**config.mk**
```make
export PLATFORM = sky130hd
export DESIGN_NAME = irq_chain
export DESIGN_NICKNAME = d
export VERILOG_FILES = /design/src/rtl/irq_chain_pkg.sv /design/src/rtl/irq_chain_ctrl.sv /design/src/rtl/irq_chain_dp.sv /design/src/rtl/irq_chain.sv
export SDC_FILE = /design/constraint.sdc
export NUM_CORES = 1
export LEC_CHECK = 0
export CORE_AREA = 2 2 39 41
export DETAILED_ROUTE_END_ITERATION = 6
export DIE_AREA = 0 0 41 43
export PLACE_DENSITY = 0.83
export SYNTH_ARGS = -nofsm -noshare
export SYNTH_HDL_FRONTEND = slang
export SYNTH_SLANG_ARGS = --single-unit
```
**constraint.sdc**
```tcl
create_clock -name clk -period 2.63 [get_ports clk]
set_clock_uncertainty 0.1 [all_clocks]
set_input_delay 0.526 -clock clk [delete_from_list [all_inputs] [get_ports clk]]
set_output_delay 0.526 -clock clk [all_outputs]
set_load 0.03 [all_outputs]
```
**src/rtl/irq_chain_pkg.sv**
```systemverilog
package irq_chain_pkg;
  // Strobes sent from the control sequencer to the chain datapath.
  typedef struct packed {
    logic holdNew;        // acknowledge active: park incoming requests
    logic captureGrant;   // remember which slice took the acknowledge
    logic clearServiced;  // acknowledge just ended: retire the served slice
  } chainStrobes_t;
endpackage

```
**src/rtl/irq_chain_ctrl.sv**
```systemverilog
module irq_chain_ctrl
  import irq_chain_pkg::*;
(
  input  logic          clk,
  input  logic          rst_n,
  input  logic          ackIn,
  output chainStrobes_t strobes
);
  logic ackPrev;

  always_ff @(posedge clk) begin
    if (!rst_n) ackPrev <= 1'b0;
    else        ackPrev <= ackIn;
  end

  always_comb begin
    strobes.holdNew       = ackIn;
    strobes.captureGrant  = ackIn;
    strobes.clearServiced = ackPrev & ~ackIn;
  end
endmodule

```
**src/rtl/irq_chain_dp.sv**
```systemverilog
module irq_chain_dp
  import irq_chain_pkg::*;
#(
  parameter int NUM_SLICES = 4,
  parameter int ID_W       = 8,
  parameter logic [NUM_SLICES*ID_W-1:0] SLICE_IDS = '0
) (
  input  logic                  clk,
  input  logic                  rst_n,
  input  logic [NUM_SLICES-1:0] reqIn,
  input  logic                  ackIn,
  input  chainStrobes_t         strobes,
  output logic [NUM_SLICES-1:0] pending,
  output logic [NUM_SLICES-1:0] grantVec,
  output logic [ID_W-1:0]       idBus,
  output logic                  chainTail
);
  localparam int LinkCnt = NUM_SLICES + 1;

  logic [NUM_SLICES-1:0] deferred;
  logic [NUM_SLICES-1:0] grantHeld;
  logic [NUM_SLICES-1:0] retireMask;
  logic [LinkCnt-1:0]    ackLink;
  logic [ID_W-1:0]       idTerm [NUM_SLICES];

  assign ackLink[0] = ackIn;

  // One slice per stage: claim on a pending bit, otherwise pass the acknowledge on.
  for (genvar gi = 0; gi < NUM_SLICES; gi++) begin : g_slice
    assign grantVec[gi]    = ackLink[gi] & pending[gi];
    assign ackLink[gi + 1] = ackLink[gi] & ~pending[gi];
    assign idTerm[gi]      = grantVec[gi] ? SLICE_IDS[gi*ID_W +: ID_W] : '0;
  end

  assign chainTail = ackLink[NUM_SLICES];

  // The grant vector is one-hot or empty, so an OR merge is the bus driver.
  always_comb begin
    idBus = '0;
    for (int k = 0; k < NUM_SLICES; k++) idBus = idBus | idTerm[k];
  end

  assign retireMask = strobes.clearServiced ? grantHeld : '0;

  always_ff @(posedge clk) begin
    if (!rst_n) begin
      pending   <= '0;
      deferred  <= '0;
      grantHeld <= '0;
    end else begin
      if (strobes.captureGrant) grantHeld <= grantVec;
      if (strobes.holdNew) begin
        deferred <= deferred | reqIn;
      end else begin
        // New requests win over the retire of the served slice.
        pending  <= (pending & ~retireMask) | reqIn | deferred;
        deferred <= '0;
      end
    end
  end
endmodule

```
**src/rtl/irq_chain.sv**
```systemverilog
module irq_chain
  import irq_chain_pkg::*;
#(
  parameter int NUM_SLICES = 4,
  parameter int ID_W       = 8,
  parameter logic [NUM_SLICES*ID_W-1:0] SLICE_IDS = 32'hE8_17_5C_A3
) (
  input  logic                  clk,
  input  logic                  rst_n,
  input  logic [NUM_SLICES-1:0] reqIn,
  input  logic                  ackIn,
  output logic                  irqOut,
  output logic [ID_W-1:0]       idBus,
  output logic                  idDrive,
  output logic                  noClaim
);
  chainStrobes_t         strobes;
  logic [NUM_SLICES-1:0] pending;
  logic [NUM_SLICES-1:0] grantVec;
  logic                  chainTail;

  irq_chain_ctrl u_ctrl (
    .clk     (clk),
    .rst_n   (rst_n),
    .ackIn   (ackIn),
    .strobes (strobes)
  );

  irq_chain_dp #(
    .NUM_SLICES (NUM_SLICES),
    .ID_W       (ID_W),
    .SLICE_IDS  (SLICE_IDS)
  ) u_dp (
    .clk       (clk),
    .rst_n     (rst_n),
    .reqIn     (reqIn),
    .ackIn     (ackIn),
    .strobes   (strobes),
    .pending   (pending),
    .grantVec  (grantVec),
    .idBus     (idBus),
    .chainTail (chainTail)
  );

  assign irqOut  = |pending;
  assign idDrive = |grantVec;
  assign noClaim = chainTail;
endmodule

```
Word level (Yosys, flattened, before mapping)

Cells that the tools add are included.

Word-level logic and storage cells: 34
Bits of input ports: 7
Output and inout bits: 11
Bits in registers: 13

Bitwise logic cells: 22
Multiplexer cells: 5
Reduce and logical (&&, ||, !) cells: 3

Operators with widths:

| cell                | count |
|---|---|
| OR 8 bit            | 3 |
| two-way mux 8 bit   | 2 |
| OR 4 bit            | 3 |
| bitwise AND 1 bit   | 9 |
| OR reduction 4 bit  | 2 |
| two-way mux 7 bit   | 1 |
| two-way mux 5 bit   | 1 |
| inverter 1 bit      | 5 |
| bitwise AND 4 bit   | 1 |
| two-way mux 4 bit   | 1 |
| inverter 4 bit      | 1 |
| AND reduction 2 bit | 1 |

Longest topological paths before layout

Gate-level depths: netlist of the first run.

Depth after elaboration: 7
Mapped depth: 4
Mapped depth without buffers: 2

By module

Synthesis of the first run repeated with hierarchy kept, for this count alone.

Cells, all modules: 71
Area total of the unflattened synthesis: 596.8 um2

Modules (own cells, without submodules):

| module         | area an instance (um2) | times used | cells each | seq. area each (um2) |
|---|---|---|---|---|
| irq_chain_dp   | 530.5                  | 1          | 64         | 240.2 |
| irq_chain_ctrl | 51.3                   | 1          | 5          | 20.0 |
| irq_chain      | 15.0                   | 1          | 2          | 0.0 |

Worst setup path after synthesis of the first run

No wires, ideal clock.

Path kind: input-to-output
Start point: input port ackIn
End point: output port noClaim
Required time: 2.004 ns
Slack: 0.503 ns
Stages: 2
Arrival: 1.501 ns
Buffers on the path: 0
Path through: nand2b_1 -> nor4_1

Cells in the longest elaborated chain, start to end: 4

RTL lines:

| item                           | line               | text |
|---|---|---|
| from (decl)                    | irq_chain.sv:11    | `input logic ackIn,` |
| bitwise AND 1 bit (4 in a row) | irq_chain_dp.sv:31 | `assign ackLink[gi + 1] = ackLink[gi] & ~pending[gi];` |
| to (decl)                      | irq_chain.sv:15    | `output logic noClaim` |

No other way between the ends.

Final worst setup path of the first run

Start point: register u_dp.pending[1]
End point: output port irqOut

Cells in the longest elaborated chain, start to end: 1

RTL lines:

| item                   | line               | text |
|---|---|---|
| from (decl)            | irq_chain_dp.sv:13 | `output logic [NUM_SLICES-1:0] pending,` |
| from (signal assigned) | irq_chain_dp.sv:56 | `pending <= (pending & ~retireMask) \| reqIn \| deferred;` |
| OR reduction 4 bit     | irq_chain.sv:45    | `assign irqOut = \|pending;` |
| to (decl)              | irq_chain.sv:12    | `output logic irqOut,` |

No other way between the ends.

==> results of run 1 <==
## worst max-delay path: cells and delay by family (launching register included)
kind / cells / cell delay [ns]
buffers and inverters: 1 / 0.60
AND/OR/NAND/NOR: 1 / 0.52
flip-flops: 1 / 0.41
## power groups by stage
| stage | combinational [mW] | clock (mW) | sequential [mW] |
|---|---|---|---|
| 6_report | 0.118 | 0.119 | 0.221 |
| 2_1_floorplan | 0.0910 | 0 | 0.218 |
| 3_5_place_dp | 0.118 | 0 | 0.226 |
| 3_3_place_gp | 0.116 | 0 | 0.226 |
| 4_1_cts | 0.118 | 0.125 | 0.221 |
| 5_1_grt | 0.126 | 0.136 | 0.223 |
## cells by family after synthesis
logic type	Yosys count	synth area share (%)
AOI/OAI and AO/OA	10	11.34
buffers and inverters	11	10.93
DFF	13	42.89
muxes	1	1.650
and+or+nand+nor	34	33.20
## routing by layer
layer | GRT usage (%) | share of wire [%] | up-vias
li1 | - | - | 258
met1 | 19.81 | 44 | 241
met2 | 24.06 | 50 | 14
met3 | 1.571 | 4.6 | 5
met4 | 12.00 | 1.8 | 0
met5 | 0 | 0 | -
## sequential cells by signal, indices dropped and copies added, names as in the netlist
| name | cells |
|---|---|
| u_dp.deferred | 4 |
| u_dp.pending | 4 |
| u_dp.grantHeld | 4 |
| u_ctrl.ackPrev | 1 |
## final cells by class
type	count	area, sq um	area share, %
clock buffers	4	26.28	3.483
inverters	2	7.507	0.9950
multi-input cells	45	280.3	37.15
flip-flops and latches	13	260.3	34.49
well taps	16	20.02	2.653
repair buffers	19	160.2	21.23
## cell usage in the layout (no fill, tap or decap), types with 2 or more instances in the layout
master / count
nand2_1: 5
nor2_1: 10
clkdlybuf4s50_1: 7
buf_4: 12
nand3b_1: 2
nand2b_1: 4
clkbuf_4: 3
o22ai_1: 4
inv_1: 2
nor2b_1: 3
dfxtp_1: 13
o21a_1: 3
and3b_1: 4
## stage by stage
step,hold slack (ns),std cells,utilization (%),worst slack [ns]
final,0.3572,99,54.52,0.1947
after global routing,0.4100,99,54.52,0.1367
after CTS,0.3647,99,54.52,0.1830
after detailed placement,0.3471,95,52.62,0.4817
after global placement,0.3383,95,52.62,0.4871
after floorplan,0.3216,69,-,0.5030
## how the worst max path moves through the flow
stage / startpoint / to / slack (ns)
finish: u_dp.pending[1]$_SDFFE_PN0N_ / irqOut / 0.19
global route: u_dp.pending[1]$_SDFFE_PN0N_ / irqOut / 0.14
CTS: u_dp.pending[1]$_SDFFE_PN0N_ / irqOut / 0.18
detailed placement: ackIn / idBus[5] / 0.48
global placement: u_dp.pending[1]$_SDFFE_PN0N_ / irqOut / 0.49
floorplan: ackIn / noClaim / 0.50
==> key figures, run 1 <==
Outcome
  – Outcome: finished clean

Floorplanning
  – Die Area: 1763 sq um
  – Core footprint: between 1000 and 1500 sq um
  – IO Pins: 18
  – Starting Density: between 40 and 50%
  – Cell Rows: 14
  – Die width: 41 microns
  – Die span in y: between 40 and 50 microns

Logic synthesis
  – Async S/R FF share, synth: 0%
  – Synth cell count leaders: dfxtp_1, nor2_1, nand2_1
  – Post-synth EDFFs: 0
  – Syn avg cell area: ~9 sq um
  – Yosys top cell area share: 42.89%
  – Syn nets: 76
  – Main synth FF type: dfxtp_1
  – Mapped cell area: 606.8 sq um
  – Distinct cells, synth: 24
  – Ranking of synthesized cells by area: dfxtp_1, nor2_1, and3b_1
  – Synth area leader: dfxtp_1
  – Post-Synthesis Cells: 69
  – Ys Warns: 0
  – Sequential fraction of the synthesis area: 42.89%
  – Most frequent cell after synthesis: dfxtp_1
  – Seq cells post-synth: 13

STA
  – RSZ-0062 raised after global routing: no
  – Slew Limit Fails: 0
  – Slew HR: 76.37%
  – Final-report hold violation count: 0
  – Final setup vio count: 0
  – Post-route minimum period: ~2.4 ns
  – FMAX: 410.6 MHz
  – Worst-margin pin slew: 0.3533 ns
  – Crit share post-route: around 93%
  – Setup TNS: 0 ns

Cells and area
  – Fraction of final layout cells sized beyond drive strength 1: 21.69%
  – Antenna cell count: 0
  – Layout fillers: 137
  – Total Nets Final: 91
  – Layout overhead on the synthesized area: 24.33%
  – Post-Layout Inst Area: 754.5 sq um

Power
  – Pwr/cell area: 607.1 nW/um^2
  – Switching power: 137.1 uW
  – Pwr Total: 458.0 uW
  – Comb pwr share: 25.7%
  – Internal Power: ~320 uW
  – Max IR drop VDD: 275.5 uV
  – Leak: 0.3353 nW
  – Seq pwr share: 48.3%
  – Switching Share: 29.92%
  – Clock power frac: between 20% and 30%

Global route
  – Gr usage total: 16.01%
  – Number of global-route vias before repair: 465
  – Initial antenna violation count: 0
  – First-pass GRT wire length: 1.932 mm
  – Largest net degree at the start of global routing: 17
  – GR Overflow Total: 0

Run
  – Maxcap violations: 0

Routing
  – DRT iter0 DRCs: 13
  – DR WL/cell: 11.73 microns
  – Vias: between 500 and 600
  – Drt via density: 5.232
  – 1st-pass router iterations: 4
  – Routed wire length: 1.161 mm
  – DRC: 0
  – ANT nets after route: 0

Clock network
  – TritonCTS buffer count: 3
  – CTS clk-pin slew, worst paths: 0.08 ns
  – Clk sinks: 13
  – H-Tree Depth: 1
  – Setup bufs post-CTS: 0
  – CTS Root Cell: clkbuf_4
  – Post_cts resized: 0
  – Clock Tree Buf Depth: 2
  – CTS tree: done
  – Hold_buf cts: 0
  – Clk_lat worst skew: approximately 0.27 ns

Critical path
  – Worst r2r dst: u_dp.grantHeld[2]$_SDFFE_PN0P_
  – CP required: around 2.0 ns
  – Crit end category: output port
  – Worst R2R Start: u_dp.pending[1]$_SDFFE_PN0N_
  – R2r worst-path depth: 2
  – Slowest-stage cell, CP: clkdlybuf4s50_1
  – Cell breakdown of the critical path: or4_4 > clkdlybuf4s50_1
  – CP Class: reg2out
  – Setup slack, reg-to-reg: 1.47 ns
  – Critical path launch point type: register
  – Max incr delay on CP: 0.60 ns
  – Crit-path max FO: 10
  – Crit path DAT: 1.81 ns

Placement
  – GPL Wtd Cong: 0.7249
  – Post-place instance area: 728.2 sq um
  – DP HPWL: around 850 microns
  – I/O Buffers: 17

Min path
  – WHS Path Cells: 2
  – Hold endpoint: u_dp.deferred[0]$_SDFF_PN0_
  – HP Class: reg2reg
  – Worst hold start: u_dp.deferred[0]$_SDFF_PN0_
Note: power is estimated with default switching activity, not from simulation.
==> run 2: changes to the inputs <==
--- a/config.mk
+++ b/config.mk
@@ -9,6 +9,7 @@
 export DETAILED_ROUTE_END_ITERATION = 6
 export DIE_AREA = 0 0 41 43
 export PLACE_DENSITY = 0.83
+export RECOVER_POWER = 25
 export SYNTH_ARGS = -nofsm -noshare
 export SYNTH_HDL_FRONTEND = slang
 export SYNTH_SLANG_ARGS = --single-unit
==> key figures, run 2 (synthesis results as in run 1) <==
Cells and area
  – Fraction of final layout cells sized beyond drive strength 1: 20.48%
  – Layout overhead on the synthesized area: 23.71%
  – Antenna cell count: 0
  – Total Nets Final: 91
  – Most common library cell in the layout ignoring fill and taps: dfxtp_1
  – Top Registers: u_dp.deferred (4), u_dp.grantHeld (4), u_dp.pending (4)
  – Post-Layout Inst Area: 750.7 sq um
  – Layout fillers: between 100 and 150
  – Commonest non-fill, non-tap cells in the layout: dfxtp_1, buf_4, nor2_1

Outcome
  – Outcome: finished clean

Global route
  – GR Overflow Total: 0
  – Gr usage total: 16.01%
  – Largest net degree at the start of global routing: 17
  – Initial antenna violation count: 0
  – First-pass GRT wire length: 1.932 mm
  – Number of global-route vias before repair: 465

STA
  – Slew HR: 62.85%
  – Final WS setup: 0.1629 ns
  – FMAX: 405.3 MHz
  – Crit share post-route: a little over nine tenths
  – Slew Limit Fails: 0
  – Worst-margin pin slew: 0.5572 ns
  – RSZ-0062 raised after global routing: no
  – Post-route minimum period: around 2.5 ns
  – Final-report hold violation count: 0
  – Setup TNS: 0 ns
  – Final setup vio count: 0

Placement
  – Post-place instance area: 728.2 sq um
  – I/O Buffers: 17
  – DP HPWL: 853 microns
  – GPL Wtd Cong: about 0.72
  – Dpl ws: 0.4817 ns

Critical path
  – Cell breakdown of the critical path: clkdlybuf4s50_1 > clkbuf_1 > and2_4 > buf_4
  – Slowest-stage cell, CP: clkdlybuf4s50_1
  – Worst r2r dst: u_dp.grantHeld[2]$_SDFFE_PN0P_
  – Crit end category: output port
  – Setup slack, reg-to-reg: 1.46 ns
  – CP required: 2.00 ns
  – CP Class: in2out
  – Worst R2R Start: u_dp.pending[1]$_SDFFE_PN0N_
  – Max incr delay on CP: 0.48 ns
  – R2r worst-path depth: 2
  – Crit path DAT: 1.84 ns
  – Crit-path max FO: 16
  – Buf+Inv Stages, Crit Path: 3
  – Critical path launch point type: primary input
  – Delay-heaviest family, CP: buffers and inverters

Routing
  – Vias: about 500
  – Routed wire length: between 1 and 1.5 mm
  – DRC: 0
  – 1st-pass router iterations: 4
  – ANT nets after route: 0
  – DRT iter0 DRCs: 13
  – Drt via density: 5.091
  – DR WL/cell: 11.84 microns

Min path
  – Hold endpoint: u_dp.deferred[0]$_SDFF_PN0_
  – Worst hold start: u_dp.deferred[0]$_SDFF_PN0_
  – HP Class: reg2reg
  – WHS Path Cells: 2

Clock network
  – Setup bufs post-CTS: 0
  – Clk_lat worst skew: between 0.2 and 0.3 ns
  – Clk sinks: 13
  – CTS clk-pin slew, worst paths: 0.07 ns
  – TritonCTS buffer count: 3
  – Clock Tree Buf Depth: 2
  – H-Tree Depth: 1
  – Hold_buf cts: 0
  – CTS Root Cell: clkbuf_4
  – CTS tree: done
  – Post_cts resized: 0

Power
  – Switching power: 137.4 uW
  – Comb pwr share: ~26%
  – Max IR drop VDD: 275.3 uV
  – Switching Share: 30.03%
  – Seq pwr share: about half
  – Clock power frac: roughly a quarter
  – Pwr/cell area: between 600 and 700 nW/um^2
  – Internal Power: 320.3 uW
  – Leak: 0.3317 nW

Floorplanning
  – Die span in y: 43 microns
  – IO Pins: 18
  – Core footprint: ~1400 sq um
  – Starting Density: 43.85%
  – Die Area: 1763 sq um
  – Die width: 41 microns
  – Cell Rows: 14

Run
  – Maxcap violations: 0
run 2: changes by cell type in the layout (fill, tap and decap cells not counted), sizes merged:
cell    change
buf         -1
clkbuf      +1
run 2: power groups by stage:
stage / sequential [mW] / clock, mW / combinational [mW]
2_1_floorplan: 0.218 / 0 / 0.0910
3_3_place_gp: 0.226 / 0 / 0.116
3_5_place_dp: 0.226 / 0 / 0.118
4_1_cts: 0.221 / 0.125 / 0.118
5_1_grt: 0.223 / 0.136 / 0.126
6_report: 0.222 / 0.119 / 0.117
run 2: area by class of cell:
type	instances	area (sq um)	share of cell area [%]
clock buffer	4	26.28	3.500
timing repair buffer	19	156.4	20.83
multi-input combinational	45	280.3	37.33
inverter	2	7.507	1.000
sequential	13	260.3	34.67
tap	16	20.02	2.667
run 2: worst max-delay path by stage:
stage | startpoint | to | cells past startpoint
detailed placement | ackIn | idBus[5] | 4
floorplan | ackIn | noClaim | 2
global route | ackIn | idBus[5] | 4
global placement | u_dp.pending[1]$_SDFFE_PN0N_ | irqOut | 2
CTS | u_dp.pending[1]$_SDFFE_PN0N_ | irqOut | 2
finish | ackIn | idDrive | 4
run 2: per-layer routing:
layer | track usage [%] | wire, microns | vias to the layer above
met5 | 0 | 0 | -
met4 | 12.00 | 14 | 0
met3 | 1.571 | 29 | 2
met2 | 24.06 | 573 | 5
met1 | 19.81 | 555 | 238
li1 | - | - | 259
run 2: metrics by stage:
stage                     instances  util (%)  power [mW]  hold slack [ns]
after floorplan                  69         -      0.3085           0.3216
after global placement           95     52.62      0.3419           0.3383
after detailed placement         95     52.62      0.3440           0.3471
after CTS                        99     54.52      0.4649           0.3647
after global routing             99     54.25      0.4850           0.4100
final                            99     54.25      0.4577           0.3565
run 2: worst reg2reg max path, cell delays in order (launching register included):
cell and delay, ns:
dfxtp_1 0.53, and4bb_2 0.28, o21a_1 0.16
